===== src/rtl/idle_filt_pkg.sv =====
package idle_filt_pkg;

  // width of a counter able to hold 0 .. limit
  function automatic int cnt_bits(input int limit);
    int w;
    w = 1;
    while ((1 << w) <= limit) w++;
    return w;
  endfunction

  // the tick that closes the check window
  function automatic bit is_last_tick(input int count, input int delay);
    return (count == delay - 1);
  endfunction

endpackage


===== src/rtl/idle_sync.sv =====
module idle_sync #(
  parameter int STAGES = 2
) (
  input  logic clk,
  input  logic rst_n,
  input  logic raw_i,
  output logic nxt_o,   // value the filter sees from the next edge on
  output logic cur_o,   // synchronized level now
  output logic rise_o,
  output logic fall_o
);

  logic [STAGES-1:0] chain_q;

  generate
    for (genvar i = 0; i < STAGES; i++) begin : g_stage
      if (i == 0) begin : g_first
        always_ff @(posedge clk or negedge rst_n) begin
          if (!rst_n) chain_q[0] <= 1'b1;
          else        chain_q[0] <= raw_i;
        end
      end else begin : g_next
        always_ff @(posedge clk or negedge rst_n) begin
          if (!rst_n) chain_q[i] <= 1'b1;
          else        chain_q[i] <= chain_q[i-1];
        end
      end
    end
  endgenerate

  assign nxt_o  = chain_q[STAGES-2];
  assign cur_o  = chain_q[STAGES-1];
  assign rise_o = nxt_o & ~cur_o;
  assign fall_o = ~nxt_o & cur_o;

  // a detected rise lands in the synchronized level one edge later
  p_rise_lands_r1: assert property (@(posedge clk) disable iff (!rst_n)
    rise_o |=> cur_o);

endmodule


===== src/rtl/idle_timer.sv =====
module idle_timer
  import idle_filt_pkg::*;
#(
  parameter int DELAY_TICKS = 3
) (
  input  logic clk,
  input  logic rst_n,
  input  logic rise_i,
  input  logic tick_i,
  output logic pending_o,
  output logic expire_o
);

  localparam int CW = cnt_bits(DELAY_TICKS);

  logic [CW-1:0] cnt_q;
  logic          pending_q;

  assign expire_o  = pending_q & tick_i & ~rise_i &
                     is_last_tick(int'(cnt_q), DELAY_TICKS);
  assign pending_o = pending_q;

  always_ff @(posedge clk or negedge rst_n) begin
    if (!rst_n) begin
      pending_q <= 1'b0;
      cnt_q     <= '0;
    end else if (rise_i) begin
      pending_q <= 1'b1;
      cnt_q     <= '0;
    end else if (expire_o) begin
      pending_q <= 1'b0;
      cnt_q     <= '0;
    end else if (pending_q && tick_i) begin
      cnt_q     <= cnt_q + 1'b1;
    end
  end

  // a rise always opens a check
  p_rise_opens_r1: assert property (@(posedge clk) disable iff (!rst_n)
    rise_i |=> pending_q);
  // every check closes at its expiry
  p_pending_clears_r5: assert property (@(posedge clk) disable iff (!rst_n)
    expire_o |=> !pending_q);
  // count never runs past the window
  p_count_bounded_r8: assert property (@(posedge clk) disable iff (!rst_n)
    int'(cnt_q) < DELAY_TICKS);

endmodule


===== src/rtl/idle_core.sv =====
module idle_core (
  input  logic clk,
  input  logic rst_n,
  input  logic nxt_i,
  input  logic fall_i,
  input  logic pending_i,
  input  logic expire_i,
  output logic done_o,
  output logic event_o
);

  logic done_q, event_q;
  logic pass_w, drop_w;

  assign pass_w = expire_i & nxt_i;       // check succeeded
  assign drop_w = fall_i & ~pending_i;    // immediate sleep entry

  always_ff @(posedge clk or negedge rst_n) begin
    if (!rst_n) begin
      done_q  <= 1'b1;
      event_q <= 1'b0;
    end else if (pass_w) begin
      done_q  <= 1'b1;
      event_q <= 1'b1;
    end else if (drop_w) begin
      done_q  <= 1'b0;
      event_q <= 1'b1;
    end else begin
      event_q <= 1'b0;
    end
  end

  assign done_o  = done_q;
  assign event_o = event_q;

  // an unguarded fall clears the validated flag
  p_fall_clears_r3: assert property (@(posedge clk) disable iff (!rst_n)
    (fall_i && !pending_i) |=> !done_q);
  // a fall during a check raises no event
  p_fall_quiet_r9: assert property (@(posedge clk) disable iff (!rst_n)
    (fall_i && pending_i && !expire_i) |=> !event_q);

endmodule


===== src/rtl/idle_exit_filter.sv =====
module idle_exit_filter #(
  parameter int SYNC_STAGES = 2,
  parameter int DELAY_TICKS = 3
) (
  input  logic clk,
  input  logic rst_n,
  input  logic line_raw_n,
  input  logic tick_ms,
  output logic level_o,
  output logic event_o
);

  logic nxt_w, cur_w, rise_w, fall_w;
  logic pending_w, expire_w, done_w;

  idle_sync #(.STAGES(SYNC_STAGES)) u_sync (
    .clk    (clk),
    .rst_n  (rst_n),
    .raw_i  (line_raw_n),
    .nxt_o  (nxt_w),
    .cur_o  (cur_w),
    .rise_o (rise_w),
    .fall_o (fall_w)
  );

  idle_timer #(.DELAY_TICKS(DELAY_TICKS)) u_timer (
    .clk       (clk),
    .rst_n     (rst_n),
    .rise_i    (rise_w),
    .tick_i    (tick_ms),
    .pending_o (pending_w),
    .expire_o  (expire_w)
  );

  idle_core u_core (
    .clk       (clk),
    .rst_n     (rst_n),
    .nxt_i     (nxt_w),
    .fall_i    (fall_w),
    .pending_i (pending_w),
    .expire_i  (expire_w),
    .done_o    (done_w),
    .event_o   (event_o)
  );

  assign level_o = cur_w & done_w;

  // an unvalidated high never shows
  p_masked_pending_r4: assert property (@(posedge clk) disable iff (!rst_n)
    pending_w |-> !level_o);
  // every event marks a change of the level
  p_event_is_change_r7: assert property (@(posedge clk) disable iff (!rst_n)
    event_o |-> (level_o != $past(level_o)));
  // every change of the level carries an event
  p_change_has_event_r7: assert property (@(posedge clk) disable iff (!rst_n)
    (level_o != $past(level_o)) |-> event_o);
  // the level rises only through a successful check
  p_rise_validated_r2: assert property (@(posedge clk) disable iff (!rst_n)
    $rose(level_o) |-> $past(expire_w));

endmodule


===== config.mk =====
export PLATFORM = sky130hd
export DESIGN_NAME = idle_exit_filter
export DESIGN_NICKNAME = d
export VERILOG_FILES = /design/src/rtl/idle_filt_pkg.sv /design/src/rtl/idle_sync.sv /design/src/rtl/idle_timer.sv /design/src/rtl/idle_core.sv /design/src/rtl/idle_exit_filter.sv
export SDC_FILE = /design/constraint.sdc
export NUM_CORES = 1
export LEC_CHECK = 0
export BUFFER_PORTS_ARGS = -buffer_cell sky130_fd_sc_hd__buf_2
export CAP_MARGIN = 20
export CORE_AREA = 2 2 39 41
export CTS_CLUSTER_SIZE = 30
export DETAILED_ROUTE_END_ITERATION = 10
export DIE_AREA = 0 0 41 43
export SYNTH_ARGS = -nofsm -noshare
export SYNTH_HDL_FRONTEND = slang
export SYNTH_SLANG_ARGS = --single-unit

===== constraint.sdc =====
create_clock -name clk -period 1.08 [get_ports clk]
set_input_delay 0.216 -clock clk [delete_from_list [all_inputs] [get_ports clk]]
set_output_delay 0.216 -clock clk [all_outputs]
set_load 0.03 [all_outputs]

==> out/results.ini, run 1 <==
[run_status]
status=complete, but fails checks
violations=setup timing

[sta]
fin_crit_ps=1240
setup_viol=1
fin_ws_ps=-159
skew_ps=3.28
fmax_mhz=807
hold_viol_final=0
finalCritPeriodShare_pct=115
relSlewSlack_pct=87.0
tightest_slew_ps=194
maxSlewViolCount=0
rsz0062_at_grt=true

[power]
power_mw=0.870
p_leak_nw=0.176
power_per_cell_area_nw_per_um2=2290
ir_drop_mv=0.882

[synth]
synth_cell_types=15
seq_area_frac_synth_pct=63.3
avgSynthCellArea_sq_um=11.3
syn_nets=29
syn_inst=25
ys_warn_count=0
synth.ff_latch_count=7
synth.cell_area_sq_um=283

[worst_setup_path]
cp_max_fo=2
path_class=reg2out
crit_path_end_kind=primary output
cpMaxStageDelayCell=dfstp_2
r2r_setup_slack_ps=50
required_ps=860
crit_path_max_incr_delay_ps=530
path_cells=and2_4 > buf_6
worst_setup_path_start_kind=flop
worstPathArrival_ps=1020

[route]
dr.pass1.iters=2
wl_um=483
via_per_inst=4.02
antenna_left=0
drt-initial-drc-count=2
wl_per_cell_um=9.29
vias=209
drc=0

[floorplan]
fp.coreArea_sq_um=1380
rows=14
fp.dieH_um=43
io_pins=6
fp.dieW_um=41
die_area_sq_um=1760
start_util_pct=20.4

[finish]
diodes=0
drive_gt1_share_pct=36.1
area_growth_pct=34.5
nets=41
final_core_util_pct=27.5

[global_route]
grt_pass1_vias=205
grt_max_degree=8
grt_pass1_wl_um=834
grt_overflow=0
grt.total_usage_pct=7.68
antenna_found_initial=0

[placement]
gp_congestion=0.685
io_buffers=5

[clocking]
clockBufferDepth=2
cts.sinks=7
clockRootBuffer=clkbuf_4
clk_latency_ps=250
path_clk_slew_ps=50
cts_inserted_buffers=3
cts_tree=built
h-tree-depth=1

[worst_hold_path]
worst_hold_path_type=in2reg

[run]
cap_violations=0

==> cells in the mapped netlist <==
| cell type | number | area share [%] |
|---|---|---|
| nor2_1 | 2 | 2.7 |
| nand4b_1 | 1 | 3.1 |
| and4b_1 | 1 | 3.5 |
| a21oi_1 | 1 | 1.8 |
| nand2b_1 | 1 | 2.2 |
| dfrtp_1 | 4 | 35 |
| dfstp_2 | 3 | 28 |
| inv_1 | 1 | 1.3 |
| mux2i_1 | 1 | 3.5 |
| nand3_1 | 1 | 1.8 |
| nand2_1 | 4 | 5.3 |
| nor2b_1 | 1 | 2.2 |
| and2_1 | 1 | 2.2 |
| o31ai_1 | 2 | 5.3 |
| o21ai_0 | 1 | 1.8 |
==> registers in the layout, summed over array words and instances, names as in the netlist <==
register           flops
u_core.done_o          1
u_core.event_o         1
u_sync.cur_o           1
u_sync.nxt_o           1
u_timer.cnt_q          2
u_timer.pending_o      1
==> cells in the final DEF, fill, tap and decap left out <==
master and count:
buf_4 1, inv_1 1, dfstp_2 3, nor2b_1 1
clkbuf_4 3, buf_2 4, nor2_1 2, nand2b_1 1
and2_4 1, buf_6 1, nand2_1 4, o21ai_0 1
a21oi_1 1, o31ai_1 2, dlygate4sd3_1 1, nand3_1 1
and4b_1 1, mux2i_1 1, nand4b_1 1, clkbuf_1 1
dfrtp_1 4
==> layout make-up <==
cell class | instances | area (sq um)
Timing Repair Buffer | 7 | 48.8
Fill cell | 146 | 1000
Inverter | 1 | 3.75
Tap cell | 16 | 20.0
Clock buffer | 4 | 26.3
Sequential cell | 7 | 179
Multi-Input combinational cell | 17 | 103
==> per-stage QoR <==
stage / worst slack, ps / instance area (sq um) / TNS (ps) / cells / hold WS [ps]
after detailed placement: 38.9 / 328 / 0 / 46 / 59.3
final: -159 / 380 / -159 / 52 / 67.6
after floorplan: 52.0 / 283 / 0 / 25 / -79.6
after CTS: -175 / 380 / -175 / 52 / 58.8
after global placement: 47.2 / 328 / 0 / 46 / 51.5
after global routing: -190 / 380 / -207 / 52 / 55.2
==> power breakdown <==
part / leakage [nW] / internal [mW] / switching [mW]
clock network: 0.0150 / 0.141 / 0.0927
registers: 0.0808 / 0.352 / 0.0713
logic: 0.0807 / 0.108 / 0.104
==> critical path: cells and delay by family (launching register included) <==
kind / cells / cell delay [ps]
flops: 1 / 530
simple gates: 1 / 130
buf+inv: 1 / 120
==> final timing paths <==
kind / start / to / cells after the start
min in group asynchronous: rst_n / u_core.event_o$_DFF_PN0_ / 2
max in group asynchronous: rst_n / u_sync.nxt_o$_DFF_PN1_ / 2
setup reg to reg: u_sync.cur_o$_DFF_PN1_ / u_core.done_o$_DFFE_PN1P_ / 4
hold reg to reg: u_sync.nxt_o$_DFF_PN1_ / u_sync.cur_o$_DFF_PN1_ / 0
hold / removal: line_raw_n / u_sync.nxt_o$_DFF_PN1_ / 1
setup / recovery: u_core.done_o$_DFFE_PN1P_ / level_o / 2
==> metal layers <==
| metal | global-route usage (%) | vias to the layer above | share of wire [%] |
|---|---|---|---|
| met4 | 4.00 | 0 | 0 |
| met1 | 8.20 | 92 | 46 |
| met5 | 0 | - | 0 |
| met3 | 7.85 | 0 | 7.7 |
| li1 | - | 110 | - |
| met2 | 9.38 | 7 | 46 |
==> cell families after synthesis <==
| group | count (synthesis) | share of synthesized area, % |
|---|---|---|
| AO/OA/AOI/OAI | 4 | 8.84 |
| buffers and inverters | 1 | 1.33 |
| flip-flops | 7 | 63.3 |
| multiplexers | 1 | 3.54 |
| AND/OR/NAND/NOR | 12 | 23.0 |
==> timing repair <==
| item | 4_1_cts | 5_1_grt |
|---|---|---|
| hold buffers | 1 | 0 |
| cloned | 0 | 0 |
| setup buffers | 1 | 0 |
| hold endpoints to repair | 5 | 0 |
| pin swaps | 1 | 0 |
| gates resized for setup | 3 | 0 |
| endpoints found under the setup margin | 1 | 2 |
No activity file was read; power rests on OpenSTA's default activity.
==> inputs of run 2 (changes only) <==
- BUFFER_PORTS_ARGS: -buffer_cell sky130_fd_sc_hd__buf_2 -> -buffer_cell sky130_fd_sc_hd__buf_4
==> out/results.ini, run 2 (synthesized netlist as in run 1, its figures left out) <==
[power]
p_leak_nw=0.174  ; -1.3%
power_per_cell_area_nw_per_um2=2310  ; +0.86%
power_mw=0.883  ; +1.5%
ir_drop_mv=0.899  ; +1.9%

[finish]
layout_common_cells=nand2_1, buf_4, dfrtp_1, clkbuf_4, dfstp_2
final_core_util_pct=27.7  ; +0.18 points
diodes=0  ; unchanged
area_growth_pct=35.4
final_cells=51  ; -1.9%
drive_gt1_share_pct=34.3  ; -1.8 points
largest_reg_flops=2  ; unchanged
largest-register=u_timer.cnt_q
nets=40  ; -2.4%

[worst_hold_path]
hold_depth=1  ; unchanged
worst_hold_path_type=in2reg

[clocking]
h-tree-depth=1  ; unchanged
path_clk_slew_ps=50  ; about the same
cts_tree=built
cts.sinks=7  ; unchanged
clk_latency_ps=250  ; about the same
clockRootBuffer=clkbuf_4
clockBufferDepth=2  ; unchanged
cts_inserted_buffers=3  ; unchanged

[floorplan]
fp.dieH_um=43  ; unchanged
rows=14  ; unchanged
fp.dieW_um=41  ; unchanged
start_util_pct=20.4  ; unchanged
die_area_sq_um=1760  ; unchanged
fp.coreArea_sq_um=1380  ; unchanged
io_pins=6  ; unchanged

[sta]
finalCritPeriodShare_pct=117  ; +2.3 points
fin_crit_ps=1260  ; +24.3 ps
maxSlewViolCount=0  ; unchanged
tightest_slew_ps=218  ; +23.6 ps
hold_viol_final=0  ; unchanged
fin_ws_ps=-183  ; -24.3 ps
skew_ps=5.67  ; +2.39 ps
relSlewSlack_pct=85.5  ; -1.6 points
rsz0062_at_grt=true
fmax_mhz=792  ; -1.9%
setup_viol=1  ; unchanged

[global_route]
grt_max_degree=8  ; unchanged
grt_pass1_wl_um=855  ; +2.5%
grt_use_met3_pct=9.42  ; +1.6 points
antenna_found_initial=0  ; unchanged
grt_overflow=0  ; unchanged
top_usage_layer=met1
met1_usage_pct=9.80  ; +1.6 points
use_met2_pct=8.75  ; -0.63 points
grt.total_usage_pct=8.27  ; +0.60 points
grt_pass1_vias=187  ; -8.8%

[placement]
io_buffers=5  ; unchanged
gp_congestion=0.645  ; -5.9%
dp_hpwl_um=343
pre_cts_slack_ps=65.3  ; +26.4 ps
place_inst=46  ; unchanged

[run_status]
status=complete, but fails checks
violations=setup timing

[worst_setup_path]
worst_setup_path_start_kind=flop
r2r.worst_path.cells=2  ; -2
path_class=reg2out
crit_path_end_kind=primary output
path_buf_inv=1  ; unchanged
cp_num_cells=2  ; unchanged
path_cells=and2_4 > buf_6
cp_max_fo=4  ; +2
cpMaxStageDelayCell=dfstp_2
worstPathArrival_ps=1050  ; +30 ps
crit_path_max_incr_delay_ps=540  ; about the same
critPathTopFamily=flip-flops
required_ps=860  ; about the same

[route]
wl_um=495  ; +2.5%
drc=0  ; unchanged
dr.pass1.iters=2  ; unchanged
vias=211  ; +0.96%
antenna_left=0  ; unchanged
wl_per_cell_um=9.71  ; +4.5%
via_per_inst=4.14  ; +2.9%
drt-initial-drc-count=8  ; +6

[run]
cap_violations=0  ; unchanged

## run 2: cell count changes in the layout (fill, tap and decap cells not counted), sizes merged
cell / change
buf: -1
## run 2: final timing paths
kind / start / slack [ps] / to
max: u_sync.cur_o$_DFF_PN1_ / -180 / level_o
min: line_raw_n / 70 / u_sync.nxt_o$_DFF_PN1_
max reg2reg: u_sync.nxt_o$_DFF_PN1_ / 90 / u_timer.pending_o$_DFFE_PN0P_
min reg2reg: u_sync.nxt_o$_DFF_PN1_ / 390 / u_sync.cur_o$_DFF_PN1_
max in group asynchronous: rst_n / 560 / u_sync.nxt_o$_DFF_PN1_
min in group asynchronous: rst_n / 310 / u_core.event_o$_DFF_PN0_
## run 2: where the power goes
group,switching [mW],internal [mW]
sequential,0.0710,0.352
clock,0.0996,0.141
combinational,0.106,0.113
total,0.276,0.606
## run 2: per-stage QoR
step / TNS [ps] / area (sq um) / hold WS (ps)
CTS: -201 / 383 / 58.4
finish: -183 / 383 / 70.7
floorplan: 0 / 283 / -79.6
detailed placement: 0 / 340 / 33.1
global placement: 0 / 340 / 32.6
global route: -227 / 383 / 48.6
## run 2: final cells by class
type,instances,area (sq um)
Fill cell,143,1000
Sequential cell,7,179
Multi-Input combinational cell,17,103
Timing Repair Buffer,6,51.3
Clock buffer,4,26.3
Tap cell,16,20.0
Inverter,1,3.75
## run 2: metal layers
| metal | up-vias | routed length [um] |
|---|---|---|
| li1 | 107 | - |
| met1 | 92 | 240 |
| met2 | 10 | 185 |
| met3 | 2 | 63 |
| met4 | 0 | 6 |
| met5 | - | 0 |
## run 2: timing repair
action	in CTS	in global routing
endpoints found under the setup margin	1	1
buffers inserted	0	0
resized for setup	2	0
endpoints found under the hold margin	7	0
hold buffers	1	0
## run 2: worst reg2reg max path: stages (launching register included)
cell	delay, ps
dfstp_2	560
nor2b_1	230
nand2b_1	140
